==> config.mk <==
export PLATFORM = sky130hd
export DESIGN_NAME = ptr_agu
export DESIGN_NICKNAME = d
export VERILOG_FILES = /design/src/rtl/agu_pkg.sv /design/src/rtl/agu_ptr_mux.sv /design/src/rtl/agu_ea_calc.sv /design/src/rtl/agu_seq.sv /design/src/rtl/ptr_agu.sv
export SDC_FILE = /design/constraint.sdc
export NUM_CORES = 1
export LEC_CHECK = 0
export BUFFER_PORTS_ARGS = -buffer_cell sky130_fd_sc_hd__buf_2
export CAP_MARGIN = 15
export CORE_AREA = 2 2 132 134
export CTS_CLUSTER_DIAMETER = 60
export DETAILED_ROUTE_END_ITERATION = 10
export DIE_AREA = 0 0 134 136
export GPL_TIMING_DRIVEN = 0
export HOLD_SLACK_MARGIN = 0.06
export PLACE_DENSITY = 0.54
export SYNTH_ARGS = -nofsm -noshare
export SYNTH_HDL_FRONTEND = slang
export SYNTH_SLANG_ARGS = --single-unit
==> constraint.sdc <==
create_clock -name clk -period 3 [get_ports clk]
set_input_delay 0.3 -clock clk [delete_from_list [all_inputs] [get_ports clk]]
set_output_delay 0.3 -clock clk [all_outputs]
set_load 0.01 [all_outputs]
==> src/rtl/agu_pkg.sv <==
package agu_pkg;
  typedef enum logic [2:0] {
    OP_LD   = 3'd0,
    OP_ST   = 3'd1,
    OP_LPM  = 3'd2,
    OP_JMP  = 3'd3,
    OP_CALL = 3'd4
  } agu_op_e;

  typedef enum logic [2:0] {
    AM_PLAIN  = 3'd0,
    AM_POST   = 3'd1,
    AM_PRE    = 3'd2,
    AM_DISP   = 3'd3,
    AM_DIRECT = 3'd4
  } agu_mode_e;

  localparam logic [1:0] PTR_X = 2'd0;
  localparam logic [1:0] PTR_Y = 2'd1;
  localparam logic [1:0] PTR_Z = 2'd2;

  localparam int LEN_W      = 2;
  localparam int CYC_DATA   = 2;
  localparam int CYC_PROG   = 3;
  localparam int CYC_JUMP   = 2;
  localparam int CYC_CALL   = 3;

  function automatic logic op_known(input logic [2:0] code);
    return code <= 3'd4;
  endfunction

  function automatic logic [LEN_W-1:0] op_cycles(input logic [2:0] code);
    logic [LEN_W-1:0] n;
    case (code)
      OP_LPM:  n = LEN_W'(CYC_PROG);
      OP_JMP:  n = LEN_W'(CYC_JUMP);
      OP_CALL: n = LEN_W'(CYC_CALL);
      default: n = LEN_W'(CYC_DATA);
    endcase
    return n;
  endfunction
endpackage

==> src/rtl/agu_ptr_mux.sv <==
module agu_ptr_mux #(
  parameter int AW      = 16,
  parameter int NUM_PTR = 3
) (
  input  logic [AW-1:0] x_ptr,
  input  logic [AW-1:0] y_ptr,
  input  logic [AW-1:0] z_ptr,
  input  logic [1:0]    psel,
  output logic [AW-1:0] ptr,
  output logic [1:0]    ptr_id
);
  localparam int LAST = NUM_PTR - 1;

  logic [AW-1:0] bank [NUM_PTR];

  assign bank[0] = x_ptr;
  assign bank[1] = y_ptr;
  assign bank[2] = z_ptr;

  // any code at or above the last pointer folds onto it
  assign ptr_id = (int'(psel) >= LAST) ? 2'(LAST) : psel;

  always_comb begin
    ptr = '0;
    for (int i = 0; i < NUM_PTR; i++) begin
      if (ptr_id == 2'(i)) ptr = bank[i];
    end
  end
endmodule

==> src/rtl/agu_ea_calc.sv <==
module agu_ea_calc
  import agu_pkg::*;
#(
  parameter int AW = 16,
  parameter int DW = 6
) (
  input  logic [AW-1:0] ptr,
  input  logic [1:0]    ptr_id,
  input  logic [2:0]    amode,
  input  logic [DW-1:0] disp,
  input  logic [AW-1:0] kaddr,
  output logic [AW-1:0] ea,
  output logic          wb_need,
  output logic [AW-1:0] wb_val
);
  localparam int PAD = AW - DW;

  logic [AW-1:0] ptr_inc;
  logic [AW-1:0] ptr_dec;
  logic [AW-1:0] ptr_off;
  logic          off_ok;

  assign ptr_inc = ptr + AW'(1);
  assign ptr_dec = ptr - AW'(1);
  assign ptr_off = ptr + {{PAD{1'b0}}, disp};
  assign off_ok  = (ptr_id != PTR_X);

  always_comb begin
    ea      = ptr;
    wb_need = 1'b0;
    wb_val  = ptr;
    case (amode)
      AM_POST: begin
        wb_need = 1'b1;
        wb_val  = ptr_inc;
      end
      AM_PRE: begin
        ea      = ptr_dec;
        wb_need = 1'b1;
        wb_val  = ptr_dec;
      end
      AM_DISP:   ea = off_ok ? ptr_off : ptr;
      AM_DIRECT: ea = kaddr;
      default:   ea = ptr;
    endcase
  end
endmodule

==> src/rtl/agu_seq.sv <==
module agu_seq
  import agu_pkg::*;
(
  input  logic             clk,
  input  logic             rst,
  input  logic             start,
  input  logic [LEN_W-1:0] start_len,
  output logic             ready,
  output logic             done
);
  logic [LEN_W-1:0] cnt;
  logic [LEN_W-1:0] len_q;

  assign done  = (cnt != '0) && (cnt == len_q);
  assign ready = (cnt == '0) || done;

  always_ff @(posedge clk) begin
    if (rst) begin
      cnt   <= '0;
      len_q <= '0;
    end else if (start) begin
      cnt   <= LEN_W'(1);
      len_q <= start_len;
    end else if (cnt != '0) begin
      cnt <= done ? '0 : cnt + LEN_W'(1);
    end
  end

  AST_CNT_BOUND: assert property (@(posedge clk) disable iff (rst)
    cnt <= len_q);
  AST_START_STEP: assert property (@(posedge clk) disable iff (rst)
    start |=> (cnt == LEN_W'(1)));
  AST_START_READY: assert property (@(posedge clk) disable iff (rst)
    start |-> ready);
endmodule

==> src/rtl/ptr_agu.sv <==
module ptr_agu
  import agu_pkg::*;
#(
  parameter int AW  = 16,
  parameter int DW  = 6,
  parameter int RIW = 5
) (
  input  logic           clk,
  input  logic           rst,
  input  logic           req,
  input  logic [2:0]     op,
  input  logic [2:0]     amode,
  input  logic [1:0]     psel,
  input  logic [DW-1:0]  disp,
  input  logic [AW-1:0]  kaddr,
  input  logic [RIW-1:0] dst,
  input  logic           dst_none,
  input  logic [AW-1:0]  x_ptr,
  input  logic [AW-1:0]  y_ptr,
  input  logic [AW-1:0]  z_ptr,
  output logic           ready,
  output logic           done,
  output logic           mem_en,
  output logic           mem_we,
  output logic [AW-1:0]  mem_addr,
  output logic           prog_en,
  output logic [AW-1:0]  prog_addr,
  output logic           pc_load,
  output logic           pc_push,
  output logic [AW-1:0]  pc_target,
  output logic [RIW-1:0] rd_sel,
  output logic           wb_en,
  output logic [1:0]     wb_sel,
  output logic [AW-1:0]  wb_val
);
  logic [AW-1:0] sel_ptr;
  logic [1:0]    sel_id;
  logic [AW-1:0] ea;
  logic          wb_need;
  logic [AW-1:0] nxt_ptr;
  logic          accept;
  logic          is_data;

  agu_ptr_mux #(.AW(AW), .NUM_PTR(3)) u_mux (
    .x_ptr (x_ptr),
    .y_ptr (y_ptr),
    .z_ptr (z_ptr),
    .psel  (psel),
    .ptr   (sel_ptr),
    .ptr_id(sel_id)
  );

  agu_ea_calc #(.AW(AW), .DW(DW)) u_ea (
    .ptr    (sel_ptr),
    .ptr_id (sel_id),
    .amode  (amode),
    .disp   (disp),
    .kaddr  (kaddr),
    .ea     (ea),
    .wb_need(wb_need),
    .wb_val (nxt_ptr)
  );

  assign accept  = req && ready && op_known(op);
  assign is_data = (op == OP_LD) || (op == OP_ST);

  agu_seq u_seq (
    .clk      (clk),
    .rst      (rst),
    .start    (accept),
    .start_len(op_cycles(op)),
    .ready    (ready),
    .done     (done)
  );

  always_ff @(posedge clk) begin
    if (rst) begin
      mem_en    <= 1'b0;
      mem_we    <= 1'b0;
      mem_addr  <= '0;
      prog_en   <= 1'b0;
      prog_addr <= '0;
      pc_load   <= 1'b0;
      pc_push   <= 1'b0;
      pc_target <= '0;
      rd_sel    <= '0;
      wb_en     <= 1'b0;
      wb_sel    <= '0;
      wb_val    <= '0;
    end else begin
      mem_en  <= 1'b0;
      mem_we  <= 1'b0;
      prog_en <= 1'b0;
      pc_load <= 1'b0;
      pc_push <= 1'b0;
      wb_en   <= 1'b0;
      if (accept) begin
        rd_sel <= '0;
        if (is_data) begin
          mem_en   <= 1'b1;
          mem_we   <= (op == OP_ST);
          mem_addr <= ea;
          wb_en    <= wb_need;
          if (op == OP_LD) rd_sel <= dst;
          if (wb_need) begin
            wb_sel <= sel_id;
            wb_val <= nxt_ptr;
          end
        end else if (op == OP_LPM) begin
          prog_en   <= 1'b1;
          prog_addr <= z_ptr;
          rd_sel    <= dst_none ? '0 : dst;
        end else begin
          pc_load   <= 1'b1;
          pc_push   <= (op == OP_CALL);
          pc_target <= z_ptr;
        end
      end
    end
  end

  AST_ONE_STROBE: assert property (@(posedge clk) disable iff (rst)
    $onehot0({mem_en, prog_en, pc_load}));
  AST_NO_BACK_TO_BACK: assert property (@(posedge clk) disable iff (rst)
    mem_en |=> !mem_en);
  AST_WB_WITH_DATA: assert property (@(posedge clk) disable iff (rst)
    wb_en |-> mem_en);
  AST_WB_STEP: assert property (@(posedge clk) disable iff (rst)
    wb_en |-> ((wb_val == mem_addr + AW'(1)) || (wb_val == mem_addr)));
  AST_WE_WITH_EN: assert property (@(posedge clk) disable iff (rst)
    mem_we |-> mem_en);
  AST_PUSH_WITH_LOAD: assert property (@(posedge clk) disable iff (rst)
    pc_push |-> pc_load);
  AST_DONE_AFTER_START: assert property (@(posedge clk) disable iff (rst)
    (mem_en || prog_en || pc_load) |-> !done);
endmodule

; ---- Word level (Yosys, flattened, before mapping)
; Cells that the tools add are included.
[totals]
register_bits = 81
input_bits = 87
output_inout_bits = 79
elab_cells = 75
[op_classes]
add_sub_neg = 4
magnitude_cmp = 2
eq_ne = 10
n_mux = 19
bitwise = 3
n_reduce_logical = 22
[op_table]
columns = operator, count
row1 = two-way mux 16 bit, 4
row2 = one-hot mux 16 bit (3 select lines), 1
row3 = one-hot mux 16 bit (2 select lines), 1
row4 = two-way mux 5 bit, 4
row5 = adder 16 x 1 -> 16 bit (second input constant), 1
row6 = adder 16 x 6 -> 16 bit, 1
row7 = subtractor 16 x 1 -> 16 bit (second input constant), 1
row8 = == test 3 x 2 -> 1 bit (second input constant), 3
row9 = AND reduction 3 bit, 3
row10 = OR reduction 2 bit, 4
row11 = two-way mux 1 bit, 7
row12 = == test 3 x 1 -> 1 bit (second input constant), 2
row13 = == test 3 bit (second input constant), 2
row14 = nonzero test 2 bit, 3
row15 = OR reduction 3 bit, 2
row16 = logical NOT 2 bit, 2
row17 = two-way mux 2 bit, 2
row18 = OR reduction 4 bit, 1
row19 = less-or-equal comparator 3 bit (second input constant), 1
row20 = logical AND 1 bit, 3
row21 = logical NOT 3 bit, 1
row22 = NOT 1 bit, 3
row23 = adder 2 x 1 -> 2 bit (second input constant), 1
row24 = == test 2 x 1 -> 1 bit (second input constant), 1
row25 = 5 further kinds, 6

; ---- Logic depth before layout (Yosys ltp)
; Gate-level depths: netlist (run 1).
[depth]
word_depth = 9
depth_mapped = 13

; ---- Hierarchy
; From an unflattened synthesis (run 1), not the netlist that was laid out.
[hier_totals]
hier_cells = 695
area_unflattened_um2 = 5336.4
[by_module_without_submodules]
columns = mod, instances, cells_each, area_per_inst_um2, seq_area_each_um2
row1 = ptr_agu, 1, 346, 3014.1, 1541.5
row2 = agu_ea_calc, 1, 270, 1751.7, 0.0
row3 = agu_ptr_mux, 1, 55, 356.6, 0.0
row4 = agu_seq, 1, 24, 214.0, 80.1

; ---- Worst setup path before layout (run 1)
; Ideal clock, no wire load.
[synth_timing]
path_kind = input port to flip-flop
start = input port psel[0]
end = register mem_addr[11]
arrival_time_ps = 2713
slack_ps = 170
cell_stages = 12
n_path_buf = 2
path_cell_list = buf_6 buf_6 mux2i_1 o21a_2 inv_2 ha_1 or3_1 nand3_1 nor2_4 xnor2_1 a221o_1 a32o_1
[synth_between]
elab_chain_len = 9
word_cells_on_any_way = 13
cone_classes = 2 x add/sub / 1 x order compare / 2 x eq/ne / 6 x mux / 2 x reduce/logical
[synth_lines]
columns = item, line
row1 = from (decl), ptr_agu.sv:13  ; input logic [1:0] psel,
row2 = greater-or-equal comparator 2 bit, agu_ptr_mux.sv:21  ; assign ptr_id = (int'(psel) >= LAST) ? 2'(LAST) : psel;
row3 = two-way mux 2 bit *, agu_ptr_mux.sv:21
row4 = logical NOT 2 bit, agu_ptr_mux.sv:26  ; if (ptr_id == 2'(i)) ptr = bank[i];
row5 = two-way mux 16 bit (3 in a row), agu_ptr_mux.sv:26
row6 = adder 16 x 6 -> 16 bit, agu_ea_calc.sv:25  ; assign ptr_off = ptr + {{PAD{1'b0}}, disp};
row7 = two-way mux 16 bit, agu_ea_calc.sv:42  ; AM_DISP: ea = off_ok ? ptr_off : ptr;
row8 = one-hot mux 16 bit (3 select lines) *, agu_ea_calc.sv:32  ; case (amode)
row9 = to (signal assigned), ptr_agu.sv:80  ; mem_addr <= '0;
row10 = to (signal assigned), ptr_agu.sv:102  ; mem_addr <= ea;
row11 = to (decl), ptr_agu.sv:25  ; output logic [AW-1:0] mem_addr,
; Every way passes the cells marked *; elsewhere a longest branch is shown, timed or not.
; A chain may end at the register's enable or synchronous reset.

; ---- Worst setup path after layout (run 1)
; Ends and elaborated chain as after synthesis.

==> run summary, run 1 <==
For the worst setup path, the data arrival time is 3.05 ns. The first global-routing pass estimated 27100 µm of wire. The via count of the first global-routing pass was 4913; the overall fraction of global-route tracks in use was 19.4%. After synthesis, flip-flops and latches occupy 32.7% of the total area. For the aggregate negative setup slack, the log shows 0 ns. The tools report the beginning of the worst hold path as dst[3]. Dividing the final minimum period by the clock period gives 93.7%. Counting every sink on the clock net gives 81. 166 I/O pins were placed. Timing would allow up to 356 MHz. The capture point of the critical path was mem_addr[11]. The routability congestion estimate from global placement was 0.883. The cell count of the worst hold path is 2, and the worst setup margin is 0.189 ns. At the worst endpoint, the required time is 3.24 ns. In this run the register-to-register setup slack is 0.30 ns. The initial utilization of the core area, before any placement, comes to 29.4%. The average via count per standard cell is 5.05, and the number of nets in the layout is 864. From synthesis to final layout, the design area changed by 28.0%. Count of final max-slew check failures: 0. The remaining global-route overflow came out at 0.

The run gives 1620 µm² as the footprint of the flip-flops and latches. The tools report the type of element launching the critical path as a primary input. The net count after synthesis was 691; the vertical extent of the die was 136 µm. The length of the first detailed-routing pass in iterations came out at 5. The biggest fanout along the worst timing path is 10, and the buffer depth of the longest clock path is 2.

The power density of the placed cells was 451 nW/µm²; the area of the core was 16900 µm². The tools report the final-report hold violation count as 0. From left edge to right edge, the die measures 134 µm.

The run gives 1 as the initial antenna violation count. The final setup violation count was 0; the minimum clock period was 2.81 ns. TritonCTS built the clock tree.

The clock transition at the register clock pins on the worst setup and hold paths after CTS is 0.06 ns. The run gives 0 as the DRC violation count after routing. Predominant post-synthesis flop cell: sky130_fd_sc_hd__dfxtp_1. For the count of antenna-violating nets left after detailed routing, the log shows 0. The die covers 18200 µm². The routed design has 17700 µm of wire. The tools report the combined area of the multi-input logic cells as 3140 µm². The tools report the count of vias placed by the detailed router as 5043. The number of cells on the worst reg-to-reg path was 10. Entering global routing, the biggest net connects 16 pins. The proportion of synthesized flip-flops having asynchronous set or reset works out to 0%.

Yosys mapped a number of flops with a built-in enable equal to 0. The cell row count was 48; the average cell area after synthesis was 8.35 µm². The worst setup path is captured at a flop. Timing analysis after detailed placement gives a worst setup slack of -0.426 ns. Max-cap violations in this run came to 0.

CTS built an H-tree with a depth of 3. In this run, synthesis produced a sequential element count of 81. Yosys printed 0 warnings. In the final layout, the share of cells above drive strength 1 is 28.5%. Detailed placement ended at an HPWL of 14100 µm. Highest ir drop seen on vdd: 0.264 mV. Kind of path behind the tightest hold check: in2reg. In this run the tool buffered the top-level ports with 161 buffer cells.

Setup repair after global routing left no endpoint under its margin. The tools report the final setup skew as 0.00729 ns. The tools report the launch point of the critical path as psel[0].

The leakage power figure came out at 0.00289 µW. For this block, the initial DRC count from the detailed router was 402. For the pin with the worst max-slew slack, the measured transition is 0.946 ns. Clock latency on the worst-skew pair: 0.35 ns. The most common cell after layout, fill and taps aside was sky130_fd_sc_hd__buf_2. In this run the cell area of the synthesized design comes to 4960 µm². The endpoint identified for the worst register-to-register timing path is mem_addr[2]. Headroom to the max-slew limit came out at 36.4%. Buffers inserted during clock tree synthesis total 9.

The critical path is of the in2reg type. Synthesis handed over a netlist of 594 instances. In the final routed layout, each cell accounts on average for 17.8 µm.

The run finished with clean final reports. Yosys mapped the design onto 68 distinct sky130hd cell types. Leaving out fill and tap cells, the most frequent cells in the layout are sky130_fd_sc_hd__buf_2, sky130_fd_sc_hd__nor2_1, sky130_fd_sc_hd__dfxtp_1. The run gives 1811 as the total of fill cells in the finished design.

The tree is rooted in a sky130_fd_sc_hd__clkbuf_16. In this run the critical register-to-register path is launched from u_seq.cnt[0].
[cells by family (layout without fill, tap and decap cells)]
group                    after synthesis  after routing  share of synthesized area (%)
multiplexers                          58             58                           12.8
AND/OR/NAND/NOR                      218            218                           21.9
adder cells (fa/ha/maj)               10             10                           2.67
other                                  0              1                              0
flip-flops                            81             81                           32.7
XOR/XNOR                              32             32                           5.65
AO/OA/AOI/OAI                        148            148                           19.9
buffers and inverters                 47            225                           4.36
[sequential cells by signal, indices dropped and copies added, names as in the netlist]
register and flops:
mem_addr 16, pc_target 16, prog_addr 16, wb_val 16, rd_sel 5, u_seq.cnt 2, u_seq.len_q 2, wb_sel 2
mem_en 1, mem_we 1, pc_load 1, pc_push 1, prog_en 1, wb_en 1
[power breakdown]
part | total (µW) | switching (µW) | internal [µW]
clock | 1050 | 482 | 568
combinational | 683 | 424 | 259
sequential | 1130 | 20.1 | 1110
total | 2870 | 926 | 1940
[through the flow]
| step | power, µW | util [%] | hold WS [ns] | instances | area [µm²] |
|---|---|---|---|---|---|
| CTS | 2890 | 37.5 | 0.154 | 996 | 6330 |
| finish | 2870 | 37.6 | 0.160 | 998 | 6350 |
| detailed placement | 1830 | 35.8 | 0.445 | 980 | 6050 |
| floorplan | 1590 | - | 0.422 | 594 | 4960 |
| global route | 3010 | 37.6 | 0.172 | 998 | 6350 |
| global placement | 1830 | 35.8 | 0.439 | 980 | 6050 |
[final cells by class]
class	count	area share, %
antenna	1	0.0394
tap	225	4.43
timing repair buffer	162	12.8
multi-input combinational	466	49.4
sequential	81	25.5
clock buffer	9	3.55
inverter	13	0.788
buffer	34	2.62
clock inverter	7	0.827
[worst min path at each step]
stage	endpoint	slack, ns
floorplan	mem_we	0.42
global placement	wb_sel[0]	0.44
finish	rd_sel[3]	0.16
detailed placement	wb_sel[0]	0.44
CTS	rd_sel[3]	0.15
global route	rd_sel[2]	0.17
[cells in the mapped netlist (3+ instances only)]
cell	n	area, µm²
sky130_fd_sc_hd__buf_6	4	45.0
sky130_fd_sc_hd__nand2_1	49	184
sky130_fd_sc_hd__xnor2_1	25	219
sky130_fd_sc_hd__nor2_1	92	345
sky130_fd_sc_hd__nor4_1	3	18.8
sky130_fd_sc_hd__nand4_1	5	31.3
sky130_fd_sc_hd__ha_1	9	113
sky130_fd_sc_hd__nand3_1	13	65.1
sky130_fd_sc_hd__dfxtp_1	81	1620
sky130_fd_sc_hd__a211oi_1	14	105
sky130_fd_sc_hd__mux2i_4	3	67.6
sky130_fd_sc_hd__nor2b_1	3	18.8
sky130_fd_sc_hd__or3_1	4	25.0
sky130_fd_sc_hd__and2_1	4	25.0
sky130_fd_sc_hd__o21ai_0	31	155
sky130_fd_sc_hd__o22ai_1	3	18.8
sky130_fd_sc_hd__xor2_1	7	61.3
sky130_fd_sc_hd__a221oi_1	9	78.8
sky130_fd_sc_hd__buf_2	4	20.0
sky130_fd_sc_hd__o21ai_1	7	35.0
sky130_fd_sc_hd__a311oi_1	7	61.3
sky130_fd_sc_hd__inv_1	10	37.5
sky130_fd_sc_hd__nor3_1	16	80.1
sky130_fd_sc_hd__a221o_1	3	30.0
sky130_fd_sc_hd__a31oi_1	5	31.3
sky130_fd_sc_hd__a22o_1	5	43.8
sky130_fd_sc_hd__mux2_2	3	33.8
sky130_fd_sc_hd__and3_1	7	43.8
sky130_fd_sc_hd__nor4_2	4	50.1
sky130_fd_sc_hd__o21a_1	3	22.5
sky130_fd_sc_hd__clkbuf_1	25	93.8
sky130_fd_sc_hd__mux2i_1	49	490
sky130_fd_sc_hd__a32oi_1	3	26.3
sky130_fd_sc_hd__a21oi_1	37	185
[critical path, cell delays in order]
cell                      delay (ns)
sky130_fd_sc_hd__buf_6          0.16
sky130_fd_sc_hd__buf_6          0.22
sky130_fd_sc_hd__mux2i_1        0.22
sky130_fd_sc_hd__o21a_2         0.25
sky130_fd_sc_hd__inv_2          0.11
sky130_fd_sc_hd__ha_1           0.35
sky130_fd_sc_hd__or3_1          0.41
sky130_fd_sc_hd__nand3_2        0.20
sky130_fd_sc_hd__nor2_4         0.06
sky130_fd_sc_hd__xnor2_1        0.12
sky130_fd_sc_hd__a221o_1        0.38
sky130_fd_sc_hd__a32o_1         0.26
[metal layers]
layer,vias to the layer above,part of all wire [%],global-route usage [%]
met2,167,47,32.3
li1,2511,-,-
met1,2345,46,25.5
met3,20,6.0,3.99
met4,0,1.7,5.38
met5,-,0,0
[repair_timing]
action                     in CTS  in global routing
buffers inserted                0                  1
gates cloned                    0                  0
resized for setup               1                  4
hold buffers                    0                  0
setup endpoints to repair       1                  6
pin swaps                       0                  1
(Power assumes the default switching activity.)
==> inputs of run 2 (changes only) <==
- PLACE_DENSITY: 0.54 -> 0.52
- clock period: 3 -> 3.5 ns (I/O delays scaled with it)
==> run 2 against run 1 <==
Compared with the run above: die area stayed put; critical endpoint is now mem_addr[12]; largest cell class unchanged; cell count down 0.20%; critical path depth did not move; core utilization shrank 0.13 points; cell area decreased by 0.35%; register-to-register slack improved by 0.51 ns; sequential share of layout area grew 0.091 points; hold slack improved by 0.051 ns; via count fell by 0.24%.
==> run summary, run 2 (synthesized netlist as in run 1, its figures left out) <==
The highest metal layer with signal wires was met4. The post-route fraction of the period consumed by the critical path is 92.0%, and the post-layout utilization of the core is 37.5%. Setup violations remaining at the end of the flow were counted as 0. For the worst path arrival time, the log shows 3.44 ns. TritonCTS built the clock tree.

After layout, the design draws a total of 2470 µW. For this block, the via count after detailed routing is 5031. The path class of the tightest hold or removal check is in2reg. The number of nets in the layout was 863; the DRC marker count from the first detailed-route iteration was 373. For this run the aggregate overflow at the end of global routing stands at 0. In the layout the commonest cells are sky130_fd_sc_hd__buf_2, sky130_fd_sc_hd__nor2_1, sky130_fd_sc_hd__dfxtp_1.

Row generation in the floorplan step produced 48 rows. Hold repair after CTS inserted 0 buffers. Data on the critical path is required at its endpoint by 3.72 ns. In this run, placement finished with an instance count of 980. The run gives 0 as the post-cts gate resize count. Vertical extent of the die: 136 µm.

Derived from the worst setup path, the maximum achievable clock frequency is 311 MHz. Global routing used 19.6% of the available tracks. The first-pass GRT wire length is 27400 µm, and the number of buffers added on ports is 161. The run gives 4903 as the via count of the first global-routing pass. Counting the fill cells in the layout gives 1819.

The power density of the placed cells was 390 nW/µm². The critical path in this run is classified as in2reg. The logs give 0 for the initial antenna violation count and 0.860 for the routability congestion estimate from global placement.

The finished cells cover 6330 µm². The worst slack on hold paths is 0.212 ns. The leakage power figure was 0.00288 µW. The sort of element at the end of the critical path is a flop. In the detailed route, the total length drawn on met3 is 1050 µm.

Detailed placer's ending HPWL: 14200 µm. The pre-antenna-repair detailed-routing pass consisted of 7 iterations. Entering global routing, the biggest net connects 16 pins. The clock passes through at most 2 buffers. The share of post-route cells with drive strength above 1 came out at 27.9%.

Setup repair after global routing left no endpoint under its margin. For this block, wires on met1 add up to 8210 µm. The flow ran to the end, and the final reports show no timing, DRC or antenna violations. The measured slew at the worst slew-check pin came out at 0.912 ns.

STA classifies the critical path startpoint as a primary input. Detailed routing placed a total of 8250 µm of wire on met2. The run gives 0 as the DRC violation count after routing. The run gives 18200 µm² as the floorplan die area. CTS placed an instance of sky130_fd_sc_hd__clkbuf_16 at the clock tree root.

The logs give 16900 µm² for the area of the core and 166 for the top-level port count. The total inserted antenna cells came out at 0. The tools report the count of final max-slew check failures as 0. Along the worst path, the maximum fanout reaches 10. The relative slew slack was 38.8%. The area growth from synthesis to layout is 27.6%. The tools report the final setup skew as 0.00615 ns.

In this run the remaining antenna-violating nets after routing total 0. In the final routed layout, each cell accounts on average for 18.0 µm. The tool flagged a number of max-cap violations equal to 0.

The post-CTS setup repair buffer count is 0. The initial utilization of the core area, before any placement, comes to 29.4%. The final cell count without fillers is 996, and the TritonCTS buffer count is 9. For this design, the sink count on the clock tree is 81.

The final-report hold violation count is 0, and the H-tree level count is 3. Clock-pin slew was measured on the worst setup and hold paths at 0.06 ns. Average via count per standard cell: 5.05. Leaving out fill and tap cells, the most frequent cell in the layout is sky130_fd_sc_hd__buf_2. From left edge to right edge, the die measures 134 µm.

Subtracting the final worst setup slack from the clock period gives 3.22 ns. The tools report the clock latency on the worst-skew pair as 0.35 ns. IR analysis of the VDD net gives a maximum drop of 0.254 mV. The total wire length is 17900 µm, and the post-placement cell area is 6050 µm².
-- run 2: worst paths after layout --
kind	from	endpoint	slack [ns]	cells after the start
setup / recovery	psel[1]	mem_addr[12]	0.28	12
hold / removal	dst[2]	rd_sel[2]	0.21	2
setup reg to reg	u_seq.cnt[0]	mem_addr[2]	0.81	10
hold reg to reg	wb_val[5]	wb_val[5]	0.46	2
-- run 2: routing by layer --
metal  track usage, %  up-vias
met1             25.5     2329
met3             4.25       24
li1                 -     2509
met5                0        -
met4             6.91        0
met2             32.2      169
-- run 2: cell type report --
cell class / count / area [µm²] / share of cell area [%]
clock buffer: 9 / 225 / 3.56
tap: 225 / 282 / 4.45
clock inverter: 7 / 55.1 / 0.870
inverter: 13 / 50.0 / 0.791
multi-input combinational: 466 / 3120 / 49.3
timing repair buffer: 161 / 806 / 12.7
buffer: 34 / 166 / 2.63
sequential: 81 / 1620 / 25.6
-- run 2: worst max-delay path: stages --
cell and delay (ns):
sky130_fd_sc_hd__buf_2 0.11, sky130_fd_sc_hd__buf_4 0.18, sky130_fd_sc_hd__o21ai_1 0.62, sky130_fd_sc_hd__ha_1 0.35, sky130_fd_sc_hd__fa_1 0.22, sky130_fd_sc_hd__a21oi_1 0.09
sky130_fd_sc_hd__o21ai_0 0.35, sky130_fd_sc_hd__nand2_1 0.26, sky130_fd_sc_hd__nor4_2 0.36, sky130_fd_sc_hd__xnor2_1 0.11, sky130_fd_sc_hd__a221oi_1 0.31, sky130_fd_sc_hd__a211oi_1 0.11
-- run 2: power breakdown --
part | internal (µW) | total, µW | switching [µW] | leakage [µW]
Combinational | 220 | 580 | 360 | 0.00209
Clock | 488 | 917 | 429 | 0.000138
Sequential | 955 | 972 | 17.2 | 0.000657
-- run 2: per-stage QoR --
step	TNS (ns)	worst slack, ns
after floorplan	0	0.620
after global placement	-0.0726	-0.0726
after detailed placement	-0.0514	-0.0514
after CTS	0	0.318
after global routing	0	0.0277
final	0	0.280
==> inputs of run 3 (changes only) <==
- GPL_TIMING_DRIVEN: 0 -> not set
==> run 3 against run 2 <==
Compared with the run above: critical path depth unchanged; sequential cell count unchanged; cell count decreased by 0.70%; sequential share of layout area decreased by 0.17 points; global-route usage decreased by 0.62 points; fmax increased by 16%; setup slack improved by 0.45 ns; non-clock buffer count decreased by 7; sequential power about the same; critical endpoint is now wb_val[10]; largest cell class unchanged; largest power group unchanged.
==> run summary, run 3 (synthesized netlist as in run 1, its figures left out) <==
The logs give 361 MHz for the maximum clock frequency and 16900 µm² for the area of the core. Buffers placed on the I/O ports in this run total 165. The worst setup path is captured at a flop.

After layout, the worst path uses 79.2% of the clock period. The vertical extent of the die works out to 136 µm. The buffer cell driving the clock tree root is sky130_fd_sc_hd__clkbuf_16. Length of the first detailed-routing pass in iterations: 5. Counting along the longest clock path gives a buffer depth of 2. After floorplanning, the core was divided into 48 placement rows. The number of cells on the worst reg-to-reg path works out to 8. The average via count per standard cell came out at 5.11. The starting density of the core is 29.4%. For this run, design rule violations remaining after detail routing come to 0. For the pre-CTS setup slack, the log shows 0.389 ns. The post-cts gate resize count came out at 0.

Dividing the detail-routed wire length by the instance count gives 17.7 µm. For the routability congestion estimate from global placement, the log shows 0.889. During I/O placement, the number of pins put on the boundary was 166. The final setup violation count was 0; the count of final max-slew check failures was 0. The post-layout utilization of the core was 37.7%.

The startpoint identified for the worst hold timing path is dst[2]. Most common cell after layout, fill and taps aside: sky130_fd_sc_hd__buf_2. The area added between synthesis and finish was 28.4%; the endpoint required time on the critical path was 3.72 ns. Measured along the x axis, the die boundary spans 134 µm. The via count of the first global-routing pass came out at 4685. The final setup skew was 0.00840 ns.

The measured slew at the worst slew-check pin was 0.713 ns. Traced cell by cell, the critical path runs through buf_2 -> mux2i_1 -> o21ai_1 -> buf_4 -> inv_1 -> ha_1 -> o211ai_1 -> nor4_4 -> nand4_1 -> xor2_1 -> a221oi_1 -> nor3_1. The clock reaches the later pin of the worst-skew pair after 0.36 ns. After clock tree synthesis, the clock-pin slew on the worst setup and hold paths is 0.07 ns.

The count of nets left with antenna violations once routing finished came out at 0. After global routing the overflow that remains totals 0. The worst setup path is of the in2reg kind. Broken down by cell family, the worst path's largest delay share belongs to compound AO/OA/AOI/OAI gates.

The aggregate negative setup slack was 0 ns. The tools report the first-pass GRT wire length as 26400 µm. The flow ran to the end, and the final reports show no timing, DRC or antenna violations. The clock period could shrink to 2.77 ns.

The placed instance count was 973. The final cell count without fillers was 989; the power density of the placed cells was 394 nW/µm². In the final layout, the multi-input gates occupy 3130 µm². The max-capacitance violation count was 0; the share of post-route cells with drive strength above 1 was 30.6%. Setup repair after global routing left no endpoint under its margin.

TritonCTS built the clock tree. Buffers inserted during clock tree synthesis total 9. In this design, the stage delay of the slowest critical-path cell is 0.38 ns.

For the total of fill cells in the finished design, the log shows 1771. The tools report the floorplan die area as 18200 µm². The largest individual stage delay along the critical path comes from the cell sky130_fd_sc_hd__a221oi_1. The largest net degree at the start of global routing was 39.

Kind of path behind the tightest hold check: in2reg. 0 antenna diodes ended up in the layout. In the layout the commonest cells are sky130_fd_sc_hd__buf_2, sky130_fd_sc_hd__nor2_1, sky130_fd_sc_hd__dfxtp_1. The number of clock sinks seen by CTS was 81. Summing all flip-flop and latch instances after layout gives 1620 µm². The run gives 52.3% as the relative slew slack. Wires add up to 17500 µm.

The DRC marker count from the first detailed-route iteration is 347, and the leakage power figure is 0.00294 µW. IR analysis of the VDD net gives a maximum drop of 0.236 mV. Tracing the worst setup path back leads to its startpoint at psel[0]. The number of buffers inserted by hold repair at cts came out at 0. For the initial antenna violation count, the log shows 0.

The logs give 0 for the post-CTS setup repair buffer count and 5055 for the count of vias placed by the detailed router. The worst hold path was traced through 2 stages. Number of buffers and inverters on the critical path: 3.

The path length in cells of the critical path works out to 12. The startpoint identified for the worst register-to-register timing path is u_seq.cnt[0]. STA classifies the critical path startpoint as a primary input. The biggest fanout along the worst timing path is 7. The logs give 0 for the final-report hold violation count and 856 for the number of nets in the layout.

The design draws 2510 µW. For the detailed placer's ending HPWL, the log shows 13700 µm. Data arrives at the worst endpoint at 2.99 ns.

The tools report the overall fraction of global-route tracks in use as 19.0%. Across all setup checks in the final design, the least slack found is 0.730 ns. The H-tree level count was 3.
run 3: cell types whose count changed in the layout (fill, tap and decap cells not counted), sizes merged:
cell    delta
clkinv     -4
inv        +4
buf       +18
clkbuf    -25
run 3: layout make-up:
type	count	share of cell area, %
multi-input cells	466	49.1
clock buffers	9	3.54
flip-flops and latches	81	25.5
repair buffers	188	15.7
inverters	13	0.786
clock inverters	7	1.02
well taps	225	4.42
run 3: final timing paths:
| kind | slack (ns) | to |
|---|---|---|
| setup / recovery | 0.73 | wb_val[10] |
| hold / removal | 0.21 | rd_sel[2] |
| setup reg to reg | 1.00 | wb_val[10] |
| hold reg to reg | 0.46 | wb_val[5] |
run 3: through the flow:
stage | hold slack [ns] | area [µm²]
after floorplan | 0.438 | 4960
after global placement | 0.450 | 6080
after detailed placement | 0.448 | 6080
after CTS | 0.195 | 6370
after global routing | 0.215 | 6370
final | 0.207 | 6370
run 3: routing by layer:
metal  GRT usage [%]  wire length, µm  up-vias  share of wire, %
met5               0                0        -                 0
met4            8.22              406        0               2.3
met3            3.02             1040       29               5.9
met2            31.7             8320      171                48
met1            24.4             7710     2355                44
li1                -                -     2500                 -
run 3: report_power, final:
part           leakage [µW]  total [µW]  internal [µW]  switching, µW
combinational       0.00214         583            230            354
sequential         0.000657         972            955           17.5
clock              0.000141         957            501            456
total               0.00294        2510           1690            827
